File: config.mk
export PLATFORM = sky130hd
export DESIGN_NAME = sdc_cmd_engine
export DESIGN_NICKNAME = d
export VERILOG_FILES = /design/src/rtl/sdc_pkg.sv /design/src/rtl/sdc_tick_gen.sv /design/src/rtl/sdc_regs.sv /design/src/rtl/sdc_seq.sv /design/src/rtl/sdc_cmd_engine.sv
export SDC_FILE = /design/constraint.sdc
export NUM_CORES = 1
export LEC_CHECK = 0
export CORE_ASPECT_RATIO = 1.5
export CORE_MARGIN = 2
export CORE_UTILIZATION = 65
export DETAILED_ROUTE_END_ITERATION = 8
export PLACE_DENSITY = 0.8
export SLEW_MARGIN = 10
export SYNTH_ARGS = -nofsm -noshare
export SYNTH_HDL_FRONTEND = slang
export SYNTH_SLANG_ARGS = --single-unit
export TNS_END_PERCENT = 100
File: constraint.sdc
create_clock -name clk -period 6.39 [get_ports clk]
set_input_delay 0.639 -clock clk [delete_from_list [all_inputs] [get_ports clk]]
set_output_delay 0.639 -clock clk [all_outputs]
set_load 0.005 [all_outputs]
File: src/rtl/sdc_pkg.sv
package sdc_pkg;

    localparam int FRAME_BITS = 48;
    localparam int LONG_BITS  = 136;
    localparam int RSP_WORDS  = 4;
    localparam int ADDR_W     = 3;

    localparam logic [ADDR_W-1:0] A_CMD  = 3'd0;
    localparam logic [ADDR_W-1:0] A_ARG  = 3'd1;
    localparam logic [ADDR_W-1:0] A_TOUT = 3'd2;
    localparam logic [ADDR_W-1:0] A_STAT = 3'd3;

    localparam int CW_START = 15;
    localparam int CW_FAIL  = 14;
    localparam int CW_BUSY  = 11;
    localparam int CW_NORSP = 10;
    localparam int CW_LONG  = 9;
    localparam int CW_WRD   = 7;
    localparam int CW_RDD   = 6;

    localparam int ST_BUSYDONE = 10;
    localparam int ST_TOUT     = 6;
    localparam int ST_CRC      = 4;

    typedef struct packed {
        logic [5:0]  idx;
        logic [31:0] arg;
        logic        no_rsp;
        logic        long_rsp;
        logic        busy_wait;
    } cmd_req_t;

    typedef struct packed {
        logic         timeout;
        logic         crc_bad;
        logic         busy_done;
        logic         got_rsp;
        logic [127:0] words;
    } cmd_res_t;

    typedef enum logic [2:0] {
        S_IDLE,
        S_SEND,
        S_WAIT,
        S_RECV,
        S_BUSY
    } seq_state_e;

    function automatic logic [6:0] crc7_calc(input logic [39:0] d);
        logic [6:0] c;
        logic       fb;
        c = '0;
        for (int i = 39; i >= 0; i--) begin
            fb = d[i] ^ c[6];
            c  = {c[5:0], 1'b0};
            if (fb) c = c ^ 7'h09;
        end
        return c;
    endfunction

    function automatic logic [FRAME_BITS-1:0] make_frame(input cmd_req_t r);
        logic [39:0] head;
        head = {2'b01, r.idx, r.arg};
        return {head, crc7_calc(head), 1'b1};
    endfunction

endpackage

File: src/rtl/sdc_tick_gen.sv
module sdc_tick_gen #(
    parameter int DIV = 4
) (
    input  logic clk,
    input  logic rst,
    output logic stb
);
    localparam int CW = (DIV > 1) ? $clog2(DIV) : 1;

    logic [CW-1:0] cnt;

    always_ff @(posedge clk) begin
        if (rst) begin
            cnt <= '0;
            stb <= 1'b0;
        end else if (cnt == CW'(DIV - 1)) begin
            cnt <= '0;
            stb <= 1'b1;
        end else begin
            cnt <= cnt + 1'b1;
            stb <= 1'b0;
        end
    end
endmodule

File: src/rtl/sdc_regs.sv
module sdc_regs
    import sdc_pkg::*;
#(
    parameter logic [31:0] TOUT_RESET = 32'd64
) (
    input  logic              clk,
    input  logic              rst,
    input  logic              wr,
    input  logic [ADDR_W-1:0] addr,
    input  logic [31:0]       wdata,
    output logic [31:0]       rdata,
    output logic              go,
    output cmd_req_t          req,
    output logic [31:0]       tout_val,
    input  logic              fin,
    input  cmd_res_t          res
);
    logic        start_q, fail_q;
    logic [5:0]  idx_q;
    logic        rdd_q, wrd_q, long_q, norsp_q, busy_q;
    logic [31:0] arg_q, tout_q;
    logic        st_busy_q, st_tout_q, st_crc_q;
    logic [31:0] rsp_q [RSP_WORDS];

    logic cmd_wr, stat_wr;
    assign cmd_wr  = wr && (addr == A_CMD) && !start_q;
    assign stat_wr = wr && (addr == A_STAT);
    assign go      = cmd_wr && wdata[CW_START];

    always_comb begin
        req.idx       = wdata[5:0];
        req.arg       = arg_q;
        req.no_rsp    = wdata[CW_NORSP];
        req.long_rsp  = wdata[CW_LONG];
        req.busy_wait = wdata[CW_BUSY];
    end

    assign tout_val = tout_q;

    always_ff @(posedge clk) begin
        if (rst) begin
            start_q   <= 1'b0;
            fail_q    <= 1'b0;
            idx_q     <= '0;
            rdd_q     <= 1'b0;
            wrd_q     <= 1'b0;
            long_q    <= 1'b0;
            norsp_q   <= 1'b0;
            busy_q    <= 1'b0;
            arg_q     <= '0;
            tout_q    <= TOUT_RESET;
            st_busy_q <= 1'b0;
            st_tout_q <= 1'b0;
            st_crc_q  <= 1'b0;
            for (int i = 0; i < RSP_WORDS; i++) rsp_q[i] <= '0;
        end else begin
            if (cmd_wr) begin
                start_q <= wdata[CW_START];
                fail_q  <= 1'b0;
                idx_q   <= wdata[5:0];
                rdd_q   <= wdata[CW_RDD];
                wrd_q   <= wdata[CW_WRD];
                long_q  <= wdata[CW_LONG];
                norsp_q <= wdata[CW_NORSP];
                busy_q  <= wdata[CW_BUSY];
            end
            if (wr && addr == A_ARG)  arg_q  <= wdata;
            if (wr && addr == A_TOUT) tout_q <= wdata;
            if (stat_wr) begin
                if (wdata[ST_BUSYDONE]) st_busy_q <= 1'b0;
                if (wdata[ST_TOUT])     st_tout_q <= 1'b0;
                if (wdata[ST_CRC])      st_crc_q  <= 1'b0;
            end
            if (fin) begin
                start_q <= 1'b0;
                fail_q  <= res.timeout | res.crc_bad;
                if (res.busy_done) st_busy_q <= 1'b1;
                if (res.timeout)   st_tout_q <= 1'b1;
                if (res.crc_bad)   st_crc_q  <= 1'b1;
                if (res.got_rsp)
                    for (int i = 0; i < RSP_WORDS; i++)
                        rsp_q[i] <= res.words[32*i +: 32];
            end
        end
    end

    always_comb begin
        rdata = '0;
        if (addr[2]) begin
            rdata = rsp_q[addr[1:0]];
        end else begin
            case (addr)
                A_CMD:  rdata = {16'b0, start_q, fail_q, 2'b00, busy_q, norsp_q,
                                 long_q, 1'b0, wrd_q, rdd_q, idx_q};
                A_ARG:  rdata = arg_q;
                A_TOUT: rdata = tout_q;
                A_STAT: begin
                    rdata[ST_BUSYDONE] = st_busy_q;
                    rdata[ST_TOUT]     = st_tout_q;
                    rdata[ST_CRC]      = st_crc_q;
                end
                default: rdata = '0;
            endcase
        end
    end
endmodule

File: src/rtl/sdc_seq.sv
module sdc_seq
    import sdc_pkg::*;
(
    input  logic        clk,
    input  logic        rst,
    input  logic        stb,
    input  logic        go,
    input  cmd_req_t    req,
    input  logic [31:0] tout_val,
    input  logic        cmd_i,
    input  logic        dat0_i,
    output logic        cmd_o,
    output logic        cmd_oe,
    output logic        fin,
    output cmd_res_t    res
);
    localparam int BW = $clog2(LONG_BITS + 1);

    seq_state_e            state;
    logic [FRAME_BITS-1:0] frame;
    logic [BW-1:0]         bcnt;
    logic [31:0]           wcnt;
    logic [LONG_BITS-1:0]  rx;
    logic                  norsp_q, long_q, busy_q;

    logic [LONG_BITS-1:0]  rx_nx;
    logic                  crc_bad;
    logic [BW-1:0]         last_bit;
    logic [32:0]           wnext;

    assign rx_nx    = {rx[LONG_BITS-2:0], cmd_i};
    assign crc_bad  = !long_q && (crc7_calc(rx_nx[47:8]) != rx_nx[7:1]);
    assign last_bit = long_q ? BW'(LONG_BITS - 1) : BW'(FRAME_BITS - 1);
    assign wnext    = {1'b0, wcnt} + 33'd1;

    always_ff @(posedge clk) begin
        if (rst) begin
            state   <= S_IDLE;
            frame   <= '0;
            bcnt    <= '0;
            wcnt    <= '0;
            rx      <= '0;
            norsp_q <= 1'b0;
            long_q  <= 1'b0;
            busy_q  <= 1'b0;
            cmd_o   <= 1'b1;
            cmd_oe  <= 1'b0;
            fin     <= 1'b0;
            res     <= '0;
        end else begin
            fin <= 1'b0;
            case (state)
                S_IDLE: begin
                    if (go) begin
                        frame   <= make_frame(req);
                        bcnt    <= '0;
                        norsp_q <= req.no_rsp;
                        long_q  <= req.long_rsp;
                        busy_q  <= req.busy_wait && !req.long_rsp;
                        res     <= '0;
                        state   <= S_SEND;
                    end
                end
                S_SEND: begin
                    if (stb) begin
                        if (bcnt == BW'(FRAME_BITS)) begin
                            cmd_oe <= 1'b0;
                            cmd_o  <= 1'b1;
                            wcnt   <= '0;
                            if (norsp_q) begin
                                fin   <= 1'b1;
                                state <= S_IDLE;
                            end else begin
                                state <= S_WAIT;
                            end
                        end else begin
                            cmd_oe <= 1'b1;
                            cmd_o  <= frame[FRAME_BITS-1];
                            frame  <= {frame[FRAME_BITS-2:0], 1'b0};
                            bcnt   <= bcnt + 1'b1;
                        end
                    end
                end
                S_WAIT: begin
                    if (stb) begin
                        if (!cmd_i) begin
                            rx    <= '0;
                            bcnt  <= BW'(1);
                            state <= S_RECV;
                        end else begin
                            wcnt <= wnext[31:0];
                            if (wnext >= {1'b0, tout_val}) begin
                                res.timeout <= 1'b1;
                                fin         <= 1'b1;
                                state       <= S_IDLE;
                            end
                        end
                    end
                end
                S_RECV: begin
                    if (stb) begin
                        rx   <= rx_nx;
                        bcnt <= bcnt + 1'b1;
                        if (bcnt == last_bit) begin
                            res.got_rsp <= 1'b1;
                            res.crc_bad <= crc_bad;
                            res.words   <= long_q ? rx_nx[127:0]
                                                  : {96'b0, rx_nx[39:8]};
                            if (busy_q && !crc_bad) begin
                                state <= S_BUSY;
                            end else begin
                                fin   <= 1'b1;
                                state <= S_IDLE;
                            end
                        end
                    end
                end
                S_BUSY: begin
                    if (stb && dat0_i) begin
                        res.busy_done <= 1'b1;
                        fin           <= 1'b1;
                        state         <= S_IDLE;
                    end
                end
                default: state <= S_IDLE;
            endcase
        end
    end
endmodule

File: src/rtl/sdc_cmd_engine.sv
module sdc_cmd_engine
    import sdc_pkg::*;
#(
    parameter int          TICK_DIV   = 4,
    parameter logic [31:0] TOUT_RESET = 32'd64
) (
    input  logic              clk,
    input  logic              rst,
    input  logic              reg_wr,
    input  logic [ADDR_W-1:0] reg_addr,
    input  logic [31:0]       reg_wdata,
    output logic [31:0]       reg_rdata,
    output logic              bit_stb,
    output logic              cmd_o,
    output logic              cmd_oe,
    input  logic              cmd_i,
    input  logic              dat0_i
);
    logic        go;
    cmd_req_t    req;
    logic [31:0] tout_val;
    logic        fin;
    cmd_res_t    res;

    sdc_tick_gen #(.DIV(TICK_DIV)) u_tick (
        .clk (clk),
        .rst (rst),
        .stb (bit_stb)
    );

    sdc_regs #(.TOUT_RESET(TOUT_RESET)) u_regs (
        .clk      (clk),
        .rst      (rst),
        .wr       (reg_wr),
        .addr     (reg_addr),
        .wdata    (reg_wdata),
        .rdata    (reg_rdata),
        .go       (go),
        .req      (req),
        .tout_val (tout_val),
        .fin      (fin),
        .res      (res)
    );

    sdc_seq u_seq (
        .clk      (clk),
        .rst      (rst),
        .stb      (bit_stb),
        .go       (go),
        .req      (req),
        .tout_val (tout_val),
        .cmd_i    (cmd_i),
        .dat0_i   (dat0_i),
        .cmd_o    (cmd_o),
        .cmd_oe   (cmd_oe),
        .fin      (fin),
        .res      (res)
    );
endmodule

* After elaboration in Yosys (flattened, before gate mapping)
Memory sizes are Yosys's and may differ from the RTL's.
Cells that the tools add are included.
** Storage, ports and cells
- Bits in registers :: 439
- Word-level logic and storage cells :: 539
- Bits of input ports :: 40
- Output and inout port bits :: 35
- Memory bits (writable) :: 128
- Memories :: 1
** Operators by class
- Reduce and logical (&&, ||, !) cells :: 36
- Bitwise gates (word level) :: 159
- Mux-type cells :: 285
- Equality and inequality tests :: 23
- $lt $le $gt $ge :: 1
- Add/sub/neg operators :: 3
** Memory list
- u_regs.rsp_q :: words 4, bits a word 32, read ports 1, clocked after Yosys merged registers in 0, wr ports 4, RTL line sdc_regs.sv:23 : logic [31:0] rsp_q [RSP_WORDS];
** Operator list (count)
- $mux 7 :: 114
- $mux 127 :: 3
- $mux 4 :: 78
- $mux 32 :: 9
- $mux 129 :: 2
- $pmux 129 s2 :: 1
- $pmux 127 s2 :: 1
- $not 2->2 :: 77
- $mux 48 :: 3
- $mux 132 :: 1
- $mux 128 :: 1
- $pmux 48 s2 :: 1
- $xor 1x1->1 :: 74
- $pmux 32 s2 :: 1
- $pmux 21 s3 :: 1
- $mux 8 :: 7
- $mux 1 :: 39
- $add 32x1->33 const B :: 1
- $ge 33x32->1 :: 1
- $pmux 8 s4 :: 1
- $mux 3 :: 10
- $pmux 1 s4 :: 4
- $pmux 3 s5 :: 1
- $ne 2x2->1 const B :: 7
- other kinds (30) :: 69

* Logic depth before layout (Yosys ltp)
Gate-level depths: netlist of run 1.
- Word-level depth :: 196
- Depth in mapped cells :: 19
- Gate-level depth less buffers :: 18

* Cells and area by module
Synthesis of run 1 repeated with hierarchy kept, for this count alone.
** Second synthesis, totals
- Cells, all modules :: 2793
- Area, all modules :: 25918.6 µm²
** By module, submodules not included
- sdc_seq :: cells each 1964, seq. area each 7126.8 µm², times used 1, area each 16548.4 µm²
- sdc_regs :: cells each 822, seq. area each 5445.2 µm², times used 1, area each 9266.4 µm²
- sdc_tick_gen :: cells each 7, seq. area each 60.1 µm², times used 1, area each 103.8 µm²

* Worst setup path after synthesis of run 1
OpenSTA, ideal clock, no wires.
- Path kind :: input port to flip-flop
- From :: in rst
- To :: mem u_regs.rsp_q[0][0] (enable)
- Required time :: 5.881 ns
- Library setup time :: 0.509 ns
- Path slack :: 1.871 ns
- Stages :: 2
- Data arrival time :: 4.009 ns
- Path buffers :: 1
- Cell sequence :: clkbuf_1 nand2b_1
** RTL lines
- start, declared :: RTL line sdc_cmd_engine.sv:8 : input logic rst,
- end, declared :: RTL line sdc_regs.sv:23

* Worst setup path after layout of run 1
- From :: reg u_seq.wcnt[0]
- To :: reg u_seq.fin
** Between the ends
- Word-level cells in the longest chain between the ends :: 6
** RTL lines
- start, declared :: RTL line sdc_seq.sv:22 : logic [31:0] wcnt;
- start signal, assigned :: RTL line sdc_seq.sv:91 : wcnt <= wnext[31:0];
- $add 32x1->33 :: RTL line sdc_seq.sv:34 : assign wnext = {1'b0, wcnt} + 33'd1;
- $ge 33x32->1 :: RTL line sdc_seq.sv:92 : if (wnext >= {1'b0, tout_val}) begin
- $mux 1 :: RTL line sdc_seq.sv:92
- $mux 1 :: RTL line sdc_seq.sv:86 : if (!cmd_i) begin
- $mux 1 :: RTL line sdc_seq.sv:85 : if (stb) begin
- $pmux 1 s4 :: RTL line sdc_seq.sv:52 : case (state)
- end signal, assigned :: RTL line sdc_seq.sv:48 : fin <= 1'b0;
- end signal, assigned :: RTL line sdc_seq.sv:51 : fin <= 1'b0;
- end signal, assigned :: RTL line sdc_seq.sv:94 : fin <= 1'b1;
- end, declared :: RTL line sdc_seq.sv:14 : output logic fin,
No other way between the ends.
A chain may end at the register's enable or synchronous reset.

==> results of run 1 <==
report_power, final:
part | internal (W) | switching, W
sequential | 0.00387 | 0.000138
clock | 0.00193 | 0.00139
combinational | 0.000482 | 0.00107
total | 0.00628 | 0.00260
layout make-up:
type	instances	area share (%)
clock inverters	26	1.08
multi-input cells	2001	42.7
flip-flops and latches	567	44.6
clock buffers	72	5.41
inverters	47	0.623
well taps	500	2.21
repair buffers	98	3.31
worst max-delay path, cell delays in order, from the launching register on:
cell      delay, ps
dfxtp_1         430
ha_1            270
and3_1          220
and3_1          300
nand2_1         160
nor3_1          260
nand2_1         220
nor2_1          160
xor2_1          100
ha_1            320
nand4_1         120
nor4_1          670
nand3_1         150
o21ai_0         200
o31a_1          300
o21ai_0         140
a311oi_1        290
cells by family (layout without fill, tap and decap cells):
kind of cell | after synthesis | in the layout | synth area share (%)
flops | 567 | 567 | 49.1
fa+ha+maj | 36 | 36 | 1.75
mux | 85 | 85 | 5.03
simple gates | 1152 | 1152 | 20.2
xor+xnor | 175 | 175 | 7.10
buf+inv | 286 | 243 | 4.19
compound gates | 553 | 553 | 12.6
flip-flops by register name, summed over array words and instances (netlist names), 2 cells and up:
signal           flops
u_seq.res          132
u_seq.wcnt          32
u_regs.arg_q        32
u_seq.frame         48
u_seq.rx           127
u_seq.bcnt           8
u_regs.idx_q         6
u_regs.rsp_q       128
u_tick.cnt           2
u_regs.tout_val     32
u_seq.state          3
metrics by stage:
stage	hold slack [ps]	setup slack [ps]	total power, W
floorplan	407	1870	0.00517
global route	460	1580	0.00921
finish	434	1970	0.00888
detailed placement	437	1890	0.00562
CTS	446	2030	0.00890
global placement	414	2010	0.00556
synth_stat cells, types with 5 or more instances:
library cell,instances,share of area (%)
nand2_1,491,7.2
dfxtp_1,439,34
a21oi_1,349,6.8
nand3_1,213,4.1
clkbuf_1,210,3.1
nor2_1,196,2.9
and2_1,135,3.3
edfxtp_1,128,15
xnor2_1,103,3.5
a22oi_1,69,2.0
xor2_1,51,1.7
inv_1,47,0.69
mux2i_1,47,1.8
nor3_1,47,0.91
o21ai_0,42,0.82
a311oi_1,40,1.4
ha_1,36,1.8
mux4_2,35,3.1
buf_1,25,0.36
and3_1,17,0.41
xnor3_1,17,1.5
a211oi_1,13,0.38
nor2b_1,12,0.29
a21o_1,11,0.32
nand4_1,11,0.27
nand2b_1,7,0.17
or3_1,6,0.15
o21a_1,5,0.15
per-layer routing:
metal | part of all wire (%) | routed length (um) | up-vias | GRT usage (%)
met2 | 51 | 35300 | 855 | 59.4
met4 | 5.9 | 4150 | 2 | 18.6
met1 | 37 | 26000 | 9972 | 40.4
li1 | - | - | 9649 | -
met3 | 6.4 | 4450 | 202 | 4.10
met5 | 0.013 | 9 | - | 0
path summary, 6_finish.rpt:
kind / end / slack [ps] / from
max reg2reg: u_seq.fin / 1970 / u_seq.wcnt[0]
min: u_tick.cnt[0] / 430 / u_tick.cnt[0]
min reg2reg: u_tick.cnt[0] / 430 / u_tick.cnt[0]
max: u_seq.fin / 1970 / u_seq.wcnt[0]
==> flow_summary_export.csv, run 1 <==
group,metric,value,unit
status,outcome,"finished, final reports clean",
global_routing,grt_max_degree,204,
die,io_pins,75,
finish,seq_area,12600,sq um
cts,cts_root_buf,"clkbuf_16",
power_and_ir_drop,power_density,314,nW/um^2
finish,nets,2843,
sta,final_max_slew_viol_count,0,
sta,max_freq,226,MHz
worst_hold_path,hold_path_class,"reg -> reg",
finish,drive_gt1_share,6.12,%
power_and_ir_drop,peakVddDrop,0.000427,V
global_routing,antenna_found_initial,1,
placed_design,dpl-instance-area,26500,sq um
sta,finalHoldViolCount,0,
routing,vias_per_cell,6.25,
cts,cts_hold_buf,0,
global_routing,track_usage,33.8,%
placed_design,dp.cells,3213,
finish,diodes,0,
critical_path,path_max_fanout,6,
flow_run,maxCapViolCount,0,
routing,drt-wirelength-per-cell,21.1,um
routing,num_vias,20700,
critical_path,worstPathArrival,4910,ps
sta,tightestPinTransition,1200,ps
finish,stdcell_count,3311,
sta,period_share,69.2,%
die,die-height,248,um
synth,netlist_area,25700,sq um
routing,first_iter_violations,2153,
die,dieArea,41200,sq um
worst_hold_path,whs_path_depth,1,
cts,path_clk_slew,60,ps
die,placementRows,89,
finish,final_cell_mix,"nand2_1, dfxtp_1, a21oi_1",
finish,final_area,28300,sq um
synth,yosys_warnings,0,
global_routing,overflow,0,
synth,synthArstFlopShare,0,%
finish,multi_input_area,12100,sq um
critical_path,reg2regPathDepth,16,
cts,cts_tree,"built",
synth,yosysSeqAreaShare,49.1,%
synth,avgSynthCellArea,9.01,sq um
die,die_x,166,um
die,core,39200,sq um
cts,postCtsSetupRepairBufs,0,
critical_path,path_class,"reg -> reg",
cts,post_cts_resized,0,
routing,post-route-drc-count,0,
sta,tns,0,ps
synth,synth_edf_count,128,
sta,slew_headroom,20.0,%
sta,setup_viol,0,
placed_design,hpwl,45400,um
cts,clock_sinks,567,
routing,ant_nets,0,
finish,syn2layout_area_growth,10.1,%
synth,synth_seq_cells,567,
power_and_ir_drop,p_leak,9.61,nW
cts,clockBufferDepth,3,
sta,skew,19.2,ps
die,start_util,65.6,%
placed_design,place.gp.congestion,0.936,
sta,fin_crit,4420,ps
sta,rsz0062_at_grt,"false",
synth,yosysUniqueCellTypes,54,
synth,syn_nets,2930,
routing,wl,69900,um
critical_path,cp-end-kind,"register",
routing,dr.pass1.iters,6,
synth,synthFlopType,"dfxtp_1",
critical_path,crit_path_start_kind,"register",
cts,clock_latency,590,ps
global_routing,grt_pass1_vias,20100,
cts,ctsHtreeMaxLevel,2,
finish,final_core_util,72.2,%
global_routing,grt_pass1_wl,111000,um
finish,fillers,2892,
critical_path,cp_data_required_time,6880,ps
finish,final_common_cell,"nand2_1",
synth,syn_inst,2854,
placed_design,io_buffers,74,
cts,cts_made_buffers,52,
(Power assumes the default switching activity.)
==> run 2, diff against run 1 <==
--- a/config.mk
+++ b/config.mk
@@ -7,9 +7,9 @@
 export LEC_CHECK = 0
 export CORE_ASPECT_RATIO = 1.5
 export CORE_MARGIN = 2
-export CORE_UTILIZATION = 65
+export CORE_UTILIZATION = 56
 export DETAILED_ROUTE_END_ITERATION = 8
-export PLACE_DENSITY = 0.8
+export PLACE_DENSITY = 0.73
 export SLEW_MARGIN = 10
 export SYNTH_ARGS = -nofsm -noshare
 export SYNTH_HDL_FRONTEND = slang
==> constraint.sdc (replaced) <==
create_clock -name clk -period 4 [get_ports clk]
set_input_delay 0.4 -clock clk [delete_from_list [all_inputs] [get_ports clk]]
set_output_delay 0.4 -clock clk [all_outputs]
set_load 0.005 [all_outputs]
==> run 2 against run 1 <==
  * Global-route usage is 4.8 points lower
  * Critical path type unchanged
  * Via count is 0.35% lower
  * Sequential share of layout area is 0.90 points lower
  * Design area is 2.1% higher
  * Wire length is 0.22% lower
==> flow_summary_export.csv, run 2 (synthesis results as in run 1) <==
group,metric,value,unit
cts,cts_tree,"built",
global_routing,grt_pass1_wl,108000,um
critical_path,cp_data_required_time,4440,ps
die,start_util,56.5,%
die,die_x,179,um
global_routing,grt_max_degree,203,
sta,final_max_slew_viol_count,0,
power_and_ir_drop,peakVddDrop,0.000426,V
finish,syn2layout_area_growth,12.4,%
routing,wl,69700,um
sta,worst_slack,203,ps
cts,path_clk_slew,70,ps
routing,post-route-drc-count,0,
cts,clock_latency,610,ps
status,outcome,"finished, final reports clean",
sta,fin_crit,3800,ps
finish,largest_register_ffs,132,
cts,postCtsSetupRepairBufs,0,
placed_design,post-place-ws,46.8,ps
sta,tns,0,ps
global_routing,antenna_found_initial,3,
routing,num_vias,20600,
global_routing,track_usage,29.0,%
sta,period_share,94.9,%
critical_path,cp-end-kind,"register",
die,core,45500,sq um
placed_design,hpwl,46900,um
finish,regMostFlops,"u_seq.res",
routing,first_iter_violations,1819,
sta,tightestPinTransition,1230,ps
finish,final_cell_mix,"nand2_1, dfxtp_1, a21oi_1",
global_routing,grt_pass1_vias,20200,
flow_run,maxCapViolCount,0,
global_routing,overflow,0,
placed_design,io_buffers,74,
placed_design,place.gp.congestion,0.975,
routing,drt-wirelength-per-cell,20.2,um
cts,ctsHtreeMaxLevel,2,
sta,skew,32.2,ps
cts,clockBufferDepth,3,
finish,nets,2894,
cts,clock_sinks,567,
sta,setup_viol,0,
routing,dr.pass1.iters,6,
sta,rsz0062_at_grt,"false",
finish,final_common_cell,"nand2_1",
worst_hold_path,hold_path_class,"in -> reg",
power_and_ir_drop,power_density,488,nW/um^2
critical_path,path_class,"reg -> reg",
die,dieArea,47700,sq um
die,die-height,266,um
finish,drive_gt1_share,7.76,%
critical_path,worstPathArrival,4240,ps
routing,vias_per_cell,5.97,
critical_path,crit_path_start_kind,"register",
critical_path,path_max_fanout,4,
cts,cts_root_buf,"clkbuf_16",
die,placementRows,96,
routing,ant_nets,0,
power_and_ir_drop,p_leak,9.88,nW
sta,max_freq,263,MHz
sta,finalHoldViolCount,0,
sta,slew_headroom,18.0,%
cts,cts_made_buffers,52,
die,io_pins,75,
finish,reg_top3,"u_seq.res x132, u_regs.rsp_q x128, u_seq.rx x127",
cts,cts_hold_buf,0,
run 2: cell type report:
cell class / instances / area, sq um
sequential: 567 / 12600
antenna: 3 / 7.51
clock buffer: 79 / 1520
timing repair buffer: 149 / 1440
tap: 588 / 736
fill: 3722 / 16600
multi-input combinational: 2001 / 12100
inverter: 47 / 176
clock inverter: 19 / 250
run 2: stage by stage:
stage / std cells / hold WS, ps / area (sq um) / util [%] / power (W)
global placement: 3352 / 415 / 27100 / 59.5 / 0.00904
finish: 3453 / 210 / 28900 / 63.5 / 0.0141
global route: 3453 / 227 / 28900 / 63.5 / 0.0146
CTS: 3450 / 200 / 28800 / 63.4 / 0.0142
detailed placement: 3352 / 426 / 27100 / 59.5 / 0.00910
floorplan: 2854 / 407 / 25700 / - / 0.00826
run 2: worst max-delay path, stage by stage, from the launching register on:
cell and delay (ps):
dfxtp_1 390, ha_1 190, and3_1 190, and3_1 210, nand2_2 120, nor3_2 180
nand4_1 180, xnor2_2 180, ha_1 300, a21o_1 160, a21o_1 170, a21o_1 190
a21oi_1 140, nor2b_1 50, o21ai_0 140, a21oi_1 140, o31a_1 390, o21ai_0 210
a311oi_1 110
run 2: where the power goes:
group / leakage [nW] / switching (W) / internal (W)
Sequential: 4.76 / 0.000188 / 0.00618
Combinational: 4.27 / 0.00178 / 0.000860
Clock: 0.853 / 0.00221 / 0.00290
run 2: per-layer routing:
metal,vias to the layer above,share of wire [%],track usage (%)
met5,-,0,0
li1,9738,-,-
met3,206,5.3,3.87
met2,710,49,48.9
met1,9953,39,34.3
met4,0,6.8,18.9
run 2: final timing paths:
| check | startpoint | end | slack (ps) | depth (start not counted) |
|---|---|---|---|---|
| hold reg to reg | u_tick.cnt[0] | u_tick.cnt[0] | 430 | 1 |
| setup / recovery | u_seq.wcnt[1] | u_seq.fin | 200 | 18 |
| setup reg to reg | u_seq.wcnt[1] | u_seq.fin | 200 | 18 |
| hold / removal | rst | u_seq.rx[10] | 210 | 2 |
run 2: repair_timing:
item,in CTS,in global routing
endpoints found under the setup margin,0,3
gates resized for setup,0,9
hold endpoints to repair,0,0
